`src/rtl/lockstep_pkg.sv`:
```
package lockstep_pkg;

   typedef enum logic [1:0] {
      STROBE_NONE = 2'd0,
      STROBE_ONE  = 2'd1,
      STROBE_BOTH = 2'd2
   } strobe_pair_e;

   function automatic strobe_pair_e classify_strobes(input logic va, input logic vb);
      if (va && vb)      return STROBE_BOTH;
      else if (va || vb) return STROBE_ONE;
      else               return STROBE_NONE;
   endfunction

endpackage

```
`src/rtl/lsc_align_delay.sv`:
```
module lsc_align_delay #(
   parameter int unsigned DATA_W = 8,
   parameter int unsigned DEPTH  = 1
) (
   input  logic              clk,
   input  logic              rst,
   input  logic [DATA_W-1:0] in_data,
   input  logic              in_vld,
   output logic [DATA_W-1:0] out_data,
   output logic              out_vld
);

   localparam int unsigned SW = DATA_W + 1;

   generate
      if (DEPTH == 0) begin : g_pass
         assign out_data = in_data;
         assign out_vld  = in_vld;
      end else begin : g_shift
         logic [SW-1:0] stage_q [DEPTH];
         always_ff @(posedge clk) begin
            if (rst) begin
               for (int i = 0; i < DEPTH; i++) stage_q[i] <= '0;
            end else begin
               stage_q[0] <= {in_vld, in_data};
               for (int i = 1; i < DEPTH; i++) stage_q[i] <= stage_q[i-1];
            end
         end
         assign out_vld  = stage_q[DEPTH-1][SW-1];
         assign out_data = stage_q[DEPTH-1][DATA_W-1:0];
      end
   endgenerate

endmodule

```
`src/rtl/lsc_inject_gen.sv`:
```
module lsc_inject_gen #(
   parameter int unsigned DATA_W      = 8,
   parameter int unsigned TEST_PERIOD = 16
) (
   input  logic              clk,
   input  logic              rst,
   output logic              inject,
   output logic [DATA_W-1:0] flip_mask
);

   localparam int unsigned CW = (TEST_PERIOD > 1) ? $clog2(TEST_PERIOD) : 1;
   localparam int unsigned KW = (DATA_W > 1) ? $clog2(DATA_W) : 1;
   localparam logic [CW-1:0] CNT_LAST = CW'(TEST_PERIOD - 1);
   localparam logic [KW-1:0] BIT_LAST = KW'(DATA_W - 1);

   logic [CW-1:0] cnt_q;
   logic [KW-1:0] bit_q;

   always_ff @(posedge clk) begin
      if (rst) begin
         cnt_q <= '0;
      end else if (cnt_q == CNT_LAST) begin
         cnt_q <= '0;
      end else begin
         cnt_q <= cnt_q + 1'b1;
      end
   end

   assign inject = (cnt_q == CNT_LAST);

   always_ff @(posedge clk) begin
      if (rst) begin
         bit_q <= '0;
      end else if (inject) begin
         bit_q <= (bit_q == BIT_LAST) ? '0 : bit_q + 1'b1;
      end
   end

   always_comb begin
      flip_mask = '0;
      if (inject) flip_mask[bit_q] = 1'b1;
   end

   p_mask_single_r6: assert property (@(posedge clk) disable iff (rst)
      $onehot0(flip_mask));

   p_inject_spacing_r6: assert property (@(posedge clk) disable iff (rst)
      inject |=> !inject);

endmodule

```
`src/rtl/lsc_xor_reduce.sv`:
```
module lsc_xor_reduce #(
   parameter int unsigned DATA_W = 8
) (
   input  logic [DATA_W-1:0] lead_word,
   input  logic [DATA_W-1:0] trail_word,
   input  logic [DATA_W-1:0] flip_mask,
   output logic              any_diff,
   output logic              real_diff
);

   logic [DATA_W-1:0] diff_vec;

   generate
      for (genvar i = 0; i < DATA_W; i++) begin : g_bit
         assign diff_vec[i] = lead_word[i] ^ (trail_word[i] ^ flip_mask[i]);
      end
   endgenerate

   assign any_diff  = |diff_vec;
   assign real_diff = |(diff_vec & ~flip_mask);

endmodule

```
`src/rtl/lockstep_cmp_top.sv`:
```
module lockstep_cmp_top
   import lockstep_pkg::*;
#(
   parameter int unsigned       DATA_W      = 8,
   parameter int unsigned       A_DELAY     = 1,
   parameter int unsigned       TEST_PERIOD = 16,
   parameter logic [DATA_W-1:0] SAFE_VALUE  = DATA_W'(8'hC3)
) (
   input  logic              clk,
   input  logic              rst,
   input  logic [DATA_W-1:0] a_data,
   input  logic              a_vld,
   input  logic [DATA_W-1:0] b_data,
   input  logic              b_vld,
   output logic              err_o,
   output logic              cmp_fault_o,
   output logic              failsafe_o,
   output logic [DATA_W-1:0] out_data
);

   generate
      if (DATA_W < 1) begin : g_bad_width
         $error("DATA_W must be at least 1");
      end
      if (TEST_PERIOD < 2) begin : g_bad_period
         $error("TEST_PERIOD must be at least 2");
      end
   endgenerate

   logic [DATA_W-1:0] a_al;
   logic              a_vld_al;
   logic              inject;
   logic [DATA_W-1:0] flip_mask;
   logic              any_diff;
   logic              real_diff;
   strobe_pair_e      strobes;
   logic              err_d, fault_d, fs_d;
   logic              err_q, fault_q, fs_q;
   logic [DATA_W-1:0] out_q;

   lsc_align_delay #(.DATA_W(DATA_W), .DEPTH(A_DELAY)) align_i (
      .clk      (clk),
      .rst      (rst),
      .in_data  (a_data),
      .in_vld   (a_vld),
      .out_data (a_al),
      .out_vld  (a_vld_al)
   );

   lsc_inject_gen #(.DATA_W(DATA_W), .TEST_PERIOD(TEST_PERIOD)) inj_i (
      .clk       (clk),
      .rst       (rst),
      .inject    (inject),
      .flip_mask (flip_mask)
   );

   lsc_xor_reduce #(.DATA_W(DATA_W)) cmp_i (
      .lead_word  (a_al),
      .trail_word (b_data),
      .flip_mask  (flip_mask),
      .any_diff   (any_diff),
      .real_diff  (real_diff)
   );

   assign strobes = classify_strobes(a_vld_al, b_vld);

   always_comb begin
      err_d   = 1'b0;
      fault_d = 1'b0;
      unique case (strobes)
         STROBE_ONE:  err_d = 1'b1;
         STROBE_BOTH: begin
            err_d   = real_diff;
            fault_d = inject & ~any_diff;
         end
         default: ;
      endcase
      fs_d = fs_q | err_d | fault_d;
   end

   always_ff @(posedge clk) begin
      if (rst) begin
         err_q   <= 1'b0;
         fault_q <= 1'b0;
         fs_q    <= 1'b0;
         out_q   <= SAFE_VALUE;
      end else begin
         err_q   <= err_d;
         fault_q <= fault_d;
         fs_q    <= fs_d;
         out_q   <= fs_d ? SAFE_VALUE : a_al;
      end
   end

   assign err_o       = err_q;
   assign cmp_fault_o = fault_q;
   assign failsafe_o  = fs_q;
   assign out_data    = out_q;

   p_failsafe_sticky_r10: assert property (@(posedge clk) disable iff (rst)
      fs_q |=> fs_q);

   p_safe_word_r10: assert property (@(posedge clk) disable iff (rst)
      fs_q |-> (out_q == SAFE_VALUE));

   p_error_latches_r3: assert property (@(posedge clk) disable iff (rst)
      err_q |-> fs_q);

   p_fault_latches_r8: assert property (@(posedge clk) disable iff (rst)
      fault_q |-> fs_q);

   p_err_fault_exclusive_r9: assert property (@(posedge clk) disable iff (rst)
      !(err_q && fault_q));

endmodule

```
`config.mk`:
```
export PLATFORM = sky130hd
export DESIGN_NAME = lockstep_cmp_top
export DESIGN_NICKNAME = d
export VERILOG_FILES = /design/src/rtl/lockstep_pkg.sv /design/src/rtl/lsc_align_delay.sv /design/src/rtl/lsc_inject_gen.sv /design/src/rtl/lsc_xor_reduce.sv /design/src/rtl/lockstep_cmp_top.sv
export SDC_FILE = /design/constraint.sdc
export NUM_CORES = 1
export LEC_CHECK = 0
export CORE_UTILIZATION = 44
export DETAILED_ROUTE_END_ITERATION = 12
export GPL_TIMING_DRIVEN = 0
export PLACE_DENSITY = 0.85
export SLEW_MARGIN = 0
export SYNTH_ARGS = -nofsm -noshare
export SYNTH_HDL_FRONTEND = slang
export SYNTH_SLANG_ARGS = --single-unit
```
`constraint.sdc`:
```
create_clock -name clk -period 1.7 [get_ports clk]
set_input_delay 0.51 -clock clk [delete_from_list [all_inputs] [get_ports clk]]
set_output_delay 0.51 -clock clk [all_outputs]
set_load 0.01 [all_outputs]
```
# Yosys cells after proc, flatten, opt, wreduce, memory -nomap -nowiden

Memories as Yosys holds them, arrays and structs flattened.
Index checks and enable logic that the tools add are counted.

Flip-flop bits (word level): 18
Logic and storage cells: 58
Output and inout bits: 11
Memory bits (writable): 9
Memories kept: 1
Input bits: 20

Memory list:

| name                    | depth | bits a word | read ports | clocked after memory_dff | wr ports | RTL line              | RTL |
|---|---|---|---|---|---|---|---|
| align_i.g_shift.stage_q | 1     | 9           | 1          | 0                        | 1        | lsc_align_delay.sv:20 | `logic [SW-1:0] stage_q [DEPTH];` |

Order comparisons: 2
Reduce and logical (&&, ||, !) cells: 8
Add/subtract/negate cells: 2
Bitwise operators: 22
Muxes and demuxes: 13
Eq/ne operators: 4

Operators with widths:

| kind                                                              | count |
|---|---|
| OR reduction 8 bit                                                | 2 |
| bitwise XOR 1 bit                                                 | 16 |
| 2-to-1 mux 9 bit                                                  | 1 |
| OR reduction 9 bit                                                | 1 |
| bitwise AND 8 bit                                                 | 1 |
| 2-to-1 mux 8 bit                                                  | 1 |
| inverter 8 bit                                                    | 1 |
| 2-to-1 mux 1 bit                                                  | 7 |
| adder 4 x 1 -> 4 bit, second input constant                       | 1 |
| == test 4 bit, second input constant                              | 1 |
| less-than comparator 3 x 4 -> 1 bit, second input constant        | 1 |
| OR reduction 2 bit                                                | 2 |
| adder 3 x 1 -> 3 bit, second input constant                       | 1 |
| demux 1 bit (select 3 bit)                                        | 1 |
| == test 3 bit, second input constant                              | 1 |
| greater-or-equal comparator 3 x 1 -> 1 bit, second input constant | 1 |
| 2-to-1 mux 3 bit                                                  | 1 |
| == test 2 x 1 -> 1 bit, second input constant                     | 1 |
| == test 2 bit, second input constant                              | 1 |
| logical AND 1 bit                                                 | 2 |
| 2-to-1 mux 2 bit                                                  | 1 |
| bitwise OR 1 bit                                                  | 2 |
| case mux 1 bit (2 select lines)                                   | 1 |
| bitwise AND 1 bit                                                 | 1 |
| other kinds (2)                                                   | 2 |

# Longest topological paths before layout

Depth after elaboration: 13
Mapped depth: 8
Depth with buffers taken out: 6

# Modules after synthesis

Synthesis repeated with hierarchy kept, for this count alone.

Cells, all modules: 109
Area total of the unflattened synthesis: 1,106.1 µm²

Modules (own cells, without submodules):

| module           | cells each | times used | sequential area each (µm²) | area an instance (µm²) |
|---|---|---|---|---|
| lsc_inject_gen   | 42         | 1          | 140.1                      | 355.3 |
| lockstep_cmp_top | 31         | 1          | 220.2                      | 350.3 |
| lsc_align_delay  | 18         | 1          | 180.2                      | 236.5 |
| lsc_xor_reduce   | 18         | 1          | 0.0                        | 163.9 |

# Least setup slack after synthesis

No wires, ideal clock.

Path kind: input -> register
Start point: in b_data[5]
End point: reg out_q[2], in the netlist out_data[2]
Arrival time: 1.639 ns
Setup slack: -0.053 ns
Setup time: 0.114 ns
Data required time: 1.586 ns
Cell stages on the path: 5
Cell sequence: xnor2_1 mux4_2 o22ai_4 nor3_1 a21o_1

Word-level cells in the longest chain between the ends: 8
Elaborated cells on any way between the ends: 12

RTL lines:

| element                                                              | RTL line                                       | RTL |
|---|---|---|
| start: declaration                                                   | lockstep_cmp_top.sv:13                         | `input logic [DATA_W-1:0] b_data,` |
| bitwise XOR 1 bit (*) (2 in a row)                                   | lsc_xor_reduce.sv:15                           | `assign diff_vec[i] = lead_word[i] ^ (trail_word[i] ^ flip_mask[i]);` |
| bitwise AND 8 bit or OR reduction 8 bit (tied branches)              | lsc_xor_reduce.sv:20, lsc_xor_reduce.sv:19     |  |
| OR reduction 8 bit or inverter 1 bit (tied branches)                 | lsc_xor_reduce.sv:20, lockstep_cmp_top.sv:74   |  |
| case mux 1 bit (2 select lines) or bitwise AND 1 bit (tied branches) | lockstep_cmp_top.sv:70, lockstep_cmp_top.sv:74 |  |
| bitwise OR 1 bit or 2-to-1 mux 1 bit (tied branches)                 | lockstep_cmp_top.sv:78, lockstep_cmp_top.sv:70 |  |
| bitwise OR 1 bit (*)                                                 | lockstep_cmp_top.sv:78                         | `fs_d = fs_q \| err_d \| fault_d;` |
| OR reduction 2 bit (no source line) (*)                              | --                                             |  |
| end signal: assignment                                               | lockstep_cmp_top.sv:91                         | `out_q <= fs_d ? SAFE_VALUE : a_al;` |
| end: declaration                                                     | lockstep_cmp_top.sv:39                         | `logic [DATA_W-1:0] out_q;` |

Every way passes the cells marked *; elsewhere a longest branch is shown, timed or not.
A chain may end at the register's enable or synchronous reset.

# Worst setup path in the final report

Start point: reg inj_i.cnt_q[0]
End point: reg out_q[4], in the netlist out_data[4]

Word-level cells in the longest chain between the ends: 10
Elaborated cells on any way between the ends: 29

RTL lines:

| element                                                              | RTL line                                       | RTL |
|---|---|---|
| start: declaration                                                   | lsc_inject_gen.sv:16                           | `logic [CW-1:0] cnt_q;` |
| start signal: assignment                                             | lsc_inject_gen.sv:25                           | `cnt_q <= cnt_q + 1'b1;` |
| == test 4 bit (*)                                                    | lsc_inject_gen.sv:29                           | `assign inject = (cnt_q == CNT_LAST);` |
| 2-to-1 mux 8 bit                                                     | lsc_inject_gen.sv:41                           | `if (inject) flip_mask[bit_q] = 1'b1;` |
| bitwise XOR 1 bit (2 in a row)                                       | lsc_xor_reduce.sv:15                           |  |
| bitwise AND 8 bit or OR reduction 8 bit (tied branches)              | lsc_xor_reduce.sv:20, lsc_xor_reduce.sv:19     |  |
| OR reduction 8 bit or inverter 1 bit (tied branches)                 | lsc_xor_reduce.sv:20, lockstep_cmp_top.sv:74   |  |
| case mux 1 bit (2 select lines) or bitwise AND 1 bit (tied branches) | lockstep_cmp_top.sv:70, lockstep_cmp_top.sv:74 |  |
| bitwise OR 1 bit or 2-to-1 mux 1 bit (tied branches)                 | lockstep_cmp_top.sv:78, lockstep_cmp_top.sv:70 |  |
| bitwise OR 1 bit (*)                                                 | lockstep_cmp_top.sv:78                         |  |
| OR reduction 2 bit (no source line) (*)                              | --                                             |  |

Marks and branches as above.

==> flow_metrics.env <==
export IMPL_grt_start_max_net_pins=17
export IMPL_ant_nets=0
export IMPL_synth_area_mm2=0.00130
export IMPL_dpl_hpwl_mm=2.19
export IMPL_fin_util_pct=67.9
export IMPL_die_h_um=56.3
export IMPL_maxCapViolCount=0
export IMPL_path_buf_inv=1
export IMPL_wl_met3_um=181
export IMPL_synth_edf_count=0
export IMPL_areaGrowthSynthToFinish_pct=45.4
export IMPL_r2r_start="inj_i.cnt_q[0]$_SDFF_PP0_"
export IMPL_syn_inst=136
export IMPL_powerDensity_mw_per_mm2=651
export IMPL_arrival_ns=2.21
export IMPL_path_cells="ha_4 > and3_4 > nand2_8 > o31a_1 > nor4_4 > buf_4 > a21o_1"
export IMPL_drc=0
export IMPL_hold_path_startpoint="align_i.g_shift.stage_q[0][8]$_SDFF_PP0_"
export IMPL_clk_root_buffer_cell="clkbuf_4"
export IMPL_cp_top_family="simple AND/OR/NAND/NOR gates"
export IMPL_nets=203
export IMPL_routed_via_density=5.78
export IMPL_die_area_mm2=0.00317
export IMPL_finalSetupTns_ns=-1.83
export IMPL_min_period_ns=1.90
export IMPL_row_count=19
export IMPL_violations="setup timing"
export IMPL_grt_pass1_vias=1219
export IMPL_gr_total_overflow=0
export IMPL_crit_fanout=5
export IMPL_min_path_cells=2
export IMPL_finalNonFillerCells=210
export IMPL_grt_pass1_wl_mm=5.58
export IMPL_ir_drop_mv=0.693
export IMPL_cts_buffer_depth=2
export IMPL_insertion_delay_ns=0.35
export IMPL_rrSetupSlack_ns=-0.20
export IMPL_ios=31
export IMPL_fillers=195
export IMPL_crit_type="flip-flop to flip-flop"
export IMPL_synth_cell_type_count=38
export IMPL_slowest_stage="dfxtp_4"
export IMPL_wl_met1_mm=1.36
export IMPL_worst_pin_slew_ns=0.583
export IMPL_cts_htree_levels=1
export IMPL_clk_pin_slew_ns=0.16
export IMPL_grt_usage_pct=23.4
export IMPL_crit_required_ns=2.01
export IMPL_dr_pass1_iters=4
export IMPL_rsz0062_at_grt="true"
export IMPL_wl_mm=3.53
export IMPL_setup_viol=11
export IMPL_antenna_found_initial=0
export IMPL_hold_violations=0
export IMPL_hp_class="flip-flop to flip-flop"
export IMPL_initial_core_util_pct=46.7
export IMPL_drive_above_1_share_pct=27.9
export IMPL_avgSynthCellArea_um2=9.55
export IMPL_yosysWarnings=0
export IMPL_fin_ws_ns=-0.198
export IMPL_ys_seq_area_share_pct=41.6
export IMPL_async_reset_ff_share_pct=0
export IMPL_syn_nets=159
export IMPL_drtIter0Drc=33
export IMPL_synth_seq_cells=27
export IMPL_timing_rr_end="out_data[4]$_SDFF_PP0_"
export IMPL_dr_wl_met2_mm=1.80
export IMPL_relSlewSlack_pct=61.2
export IMPL_p_leak_nw=0.732
export IMPL_diodes=0
export IMPL_hold_path_end="err_o$_SDFF_PP0_"
export IMPL_vias=1214
export IMPL_cts_sinks=27
export IMPL_critPathLaunchType="flip-flop"
export IMPL_yosys_most_used_dff="dfxtp_1"
export IMPL_fin_skew_ns=0.0193
export IMPL_coreArea_mm2=0.00278
export IMPL_status="finished, violations left"
export IMPL_period_share_pct=112
export IMPL_worstRegToRegCells=7
export IMPL_wl_per_cell_um=16.8
export IMPL_die_w_um=56.3
export IMPL_slowest_delay_ns=0.40
export IMPL_slew_violations=0
export IMPL_cts_tree="done"
export IMPL_io_buffers=29
export IMPL_top_layer_used="met4"
export IMPL_gp_congestion=0.774
export IMPL_dp_cells=196
export IMPL_cp_end_kind="flip-flop"
export IMPL_numCtsBuffers=3
export IMPL_fmax_ghz=0.527
-- tightest hold or removal path, cell delays in order, from the launching register on --
cell	delay, ns
dfxtp_1	0.35
nor2_1	0.11
nor3_2	0.06
-- cell families (layout without fill, tap and decap cells) --
| kind of cell | after synthesis | count (layout) | share of synthesized area, % |
|---|---|---|---|
| AO/OA/AOI/OAI | 22 | 23 | 12.2 |
| multiplexers | 4 | 4 | 5.01 |
| AND/OR/NAND/NOR | 58 | 58 | 26.7 |
| adder cells (fa/ha/maj) | 3 | 3 | 2.89 |
| buffers and inverters | 12 | 54 | 4.82 |
| XOR/XNOR | 10 | 10 | 6.74 |
| flip-flops | 27 | 27 | 41.6 |
-- report_power, final --
group / internal [W] / switching, W / total (W)
registers: 0.000660 / 0.0000276 / 0.000688
logic: 0.000129 / 0.000113 / 0.000243
clock network: 0.0000904 / 0.000208 / 0.000298
-- registers in the layout, indices dropped and copies added (netlist names) --
| signal | cells |
|---|---|
| err_o | 1 |
| align_i.g_shift.stage_q | 9 |
| cmp_fault_o | 1 |
| inj_i.bit_q | 3 |
| out_data | 8 |
| inj_i.cnt_q | 4 |
| failsafe_o | 1 |
-- through the flow --
stage	power [W]	worst slack, ns	hold slack (ns)	instance area (um^2)
floorplan	0.000822	-0.0255	0.414	1370
global placement	0.000903	-0.656	0.424	1700
detailed placement	0.000914	-0.706	0.446	1700
CTS	0.00122	-0.120	0.532	1880
global route	0.00128	-0.277	0.548	1890
finish	0.00123	-0.198	0.532	1890
-- layout make-up --
cell class | count | area [um^2] | share of cell area (%)
Multi-Input combinational cell | 98 | 872 | 46.2
Sequential cell | 27 | 551 | 29.2
Inverter | 2 | 7.51 | 0.398
Timing Repair Buffer | 39 | 342 | 18.1
Clock buffer | 3 | 22.5 | 1.19
Tap cell | 31 | 38.8 | 2.05
Clock inverter | 1 | 7.51 | 0.398
Buffer | 9 | 47.5 | 2.52
-- worst max-delay path by stage --
| stage | depth (start not counted) | slack (ns) | to | from |
|---|---|---|---|---|
| after detailed placement | 6 | -0.71 | out_data[4]$_SDFF_PP0_ | b_data[6] |
| final | 7 | -0.20 | out_data[4]$_SDFF_PP0_ | inj_i.cnt_q[0]$_SDFF_PP0_ |
| after global placement | 6 | -0.66 | out_data[3]$_SDFF_PP0_ | b_data[6] |
| after floorplan | 5 | -0.03 | out_data[2]$_SDFF_PP0_ | b_data[5] |
| after CTS | 8 | -0.12 | out_data[4]$_SDFF_PP0_ | inj_i.cnt_q[1]$_SDFF_PP0_ |
| after global routing | 7 | -0.28 | out_data[4]$_SDFF_PP0_ | inj_i.cnt_q[0]$_SDFF_PP0_ |
-- metal layers --
metal	GRT usage, %	vias to the layer above
met5	0	-
met4	12.9	0
met3	4.38	19
met2	43.7	60
met1	24.5	557
li1	-	578
-- Yosys cell counts, types with 2 or more instances --
| cell | instances | area share, % |
|---|---|---|
| mux2i_1 | 2 | 1.5 |
| clkbuf_1 | 4 | 1.2 |
| nor3b_1 | 2 | 1.2 |
| a21o_1 | 4 | 2.3 |
| a21oi_1 | 10 | 3.9 |
| nor4_1 | 9 | 4.3 |
| ha_1 | 3 | 2.9 |
| inv_1 | 2 | 0.58 |
| nand2_1 | 6 | 1.7 |
| nand3_1 | 3 | 1.2 |
| nand2b_1 | 4 | 1.9 |
| buf_4 | 2 | 1.2 |
| dfxtp_1 | 27 | 42 |
| xnor2_1 | 9 | 6.1 |
| buf_2 | 2 | 0.77 |
| nor2_1 | 4 | 1.2 |
| mux4_2 | 2 | 3.5 |
| nor3_1 | 11 | 4.2 |
| nand4b_1 | 2 | 1.3 |
| nor2b_1 | 10 | 4.8 |
-- layout by cell type (no fill, tap or decap), drive strengths merged, types with 2 or more instances in the layout --
cell type,netlist,final
mux2i,2,2
xnor2,9,9
inv,2,2
nor3b,2,2
nand2b,4,4
o22ai,1,2
buf,6,15
a21oi,10,10
nor2b,10,10
clkdlybuf4s50,0,10
dlygate4sd2,0,19
mux4,2,2
a21o,4,4
nor3,11,11
clkbuf,4,7
nand2,7,7
ha,3,3
nor4,10,10
nand4b,2,2
nand3,3,3
dfxtp,27,27
nor2,5,5
-- what timing repair did --
action,in CTS,in global routing
setup buffers,7,2
endpoints found under the setup margin,22,11
pin swaps,8,7
hold buffers,0,0
hold endpoints to repair,0,0
cloned,2,0
resized for setup,42,2
Note: power is estimated with default switching activity, not from simulation.
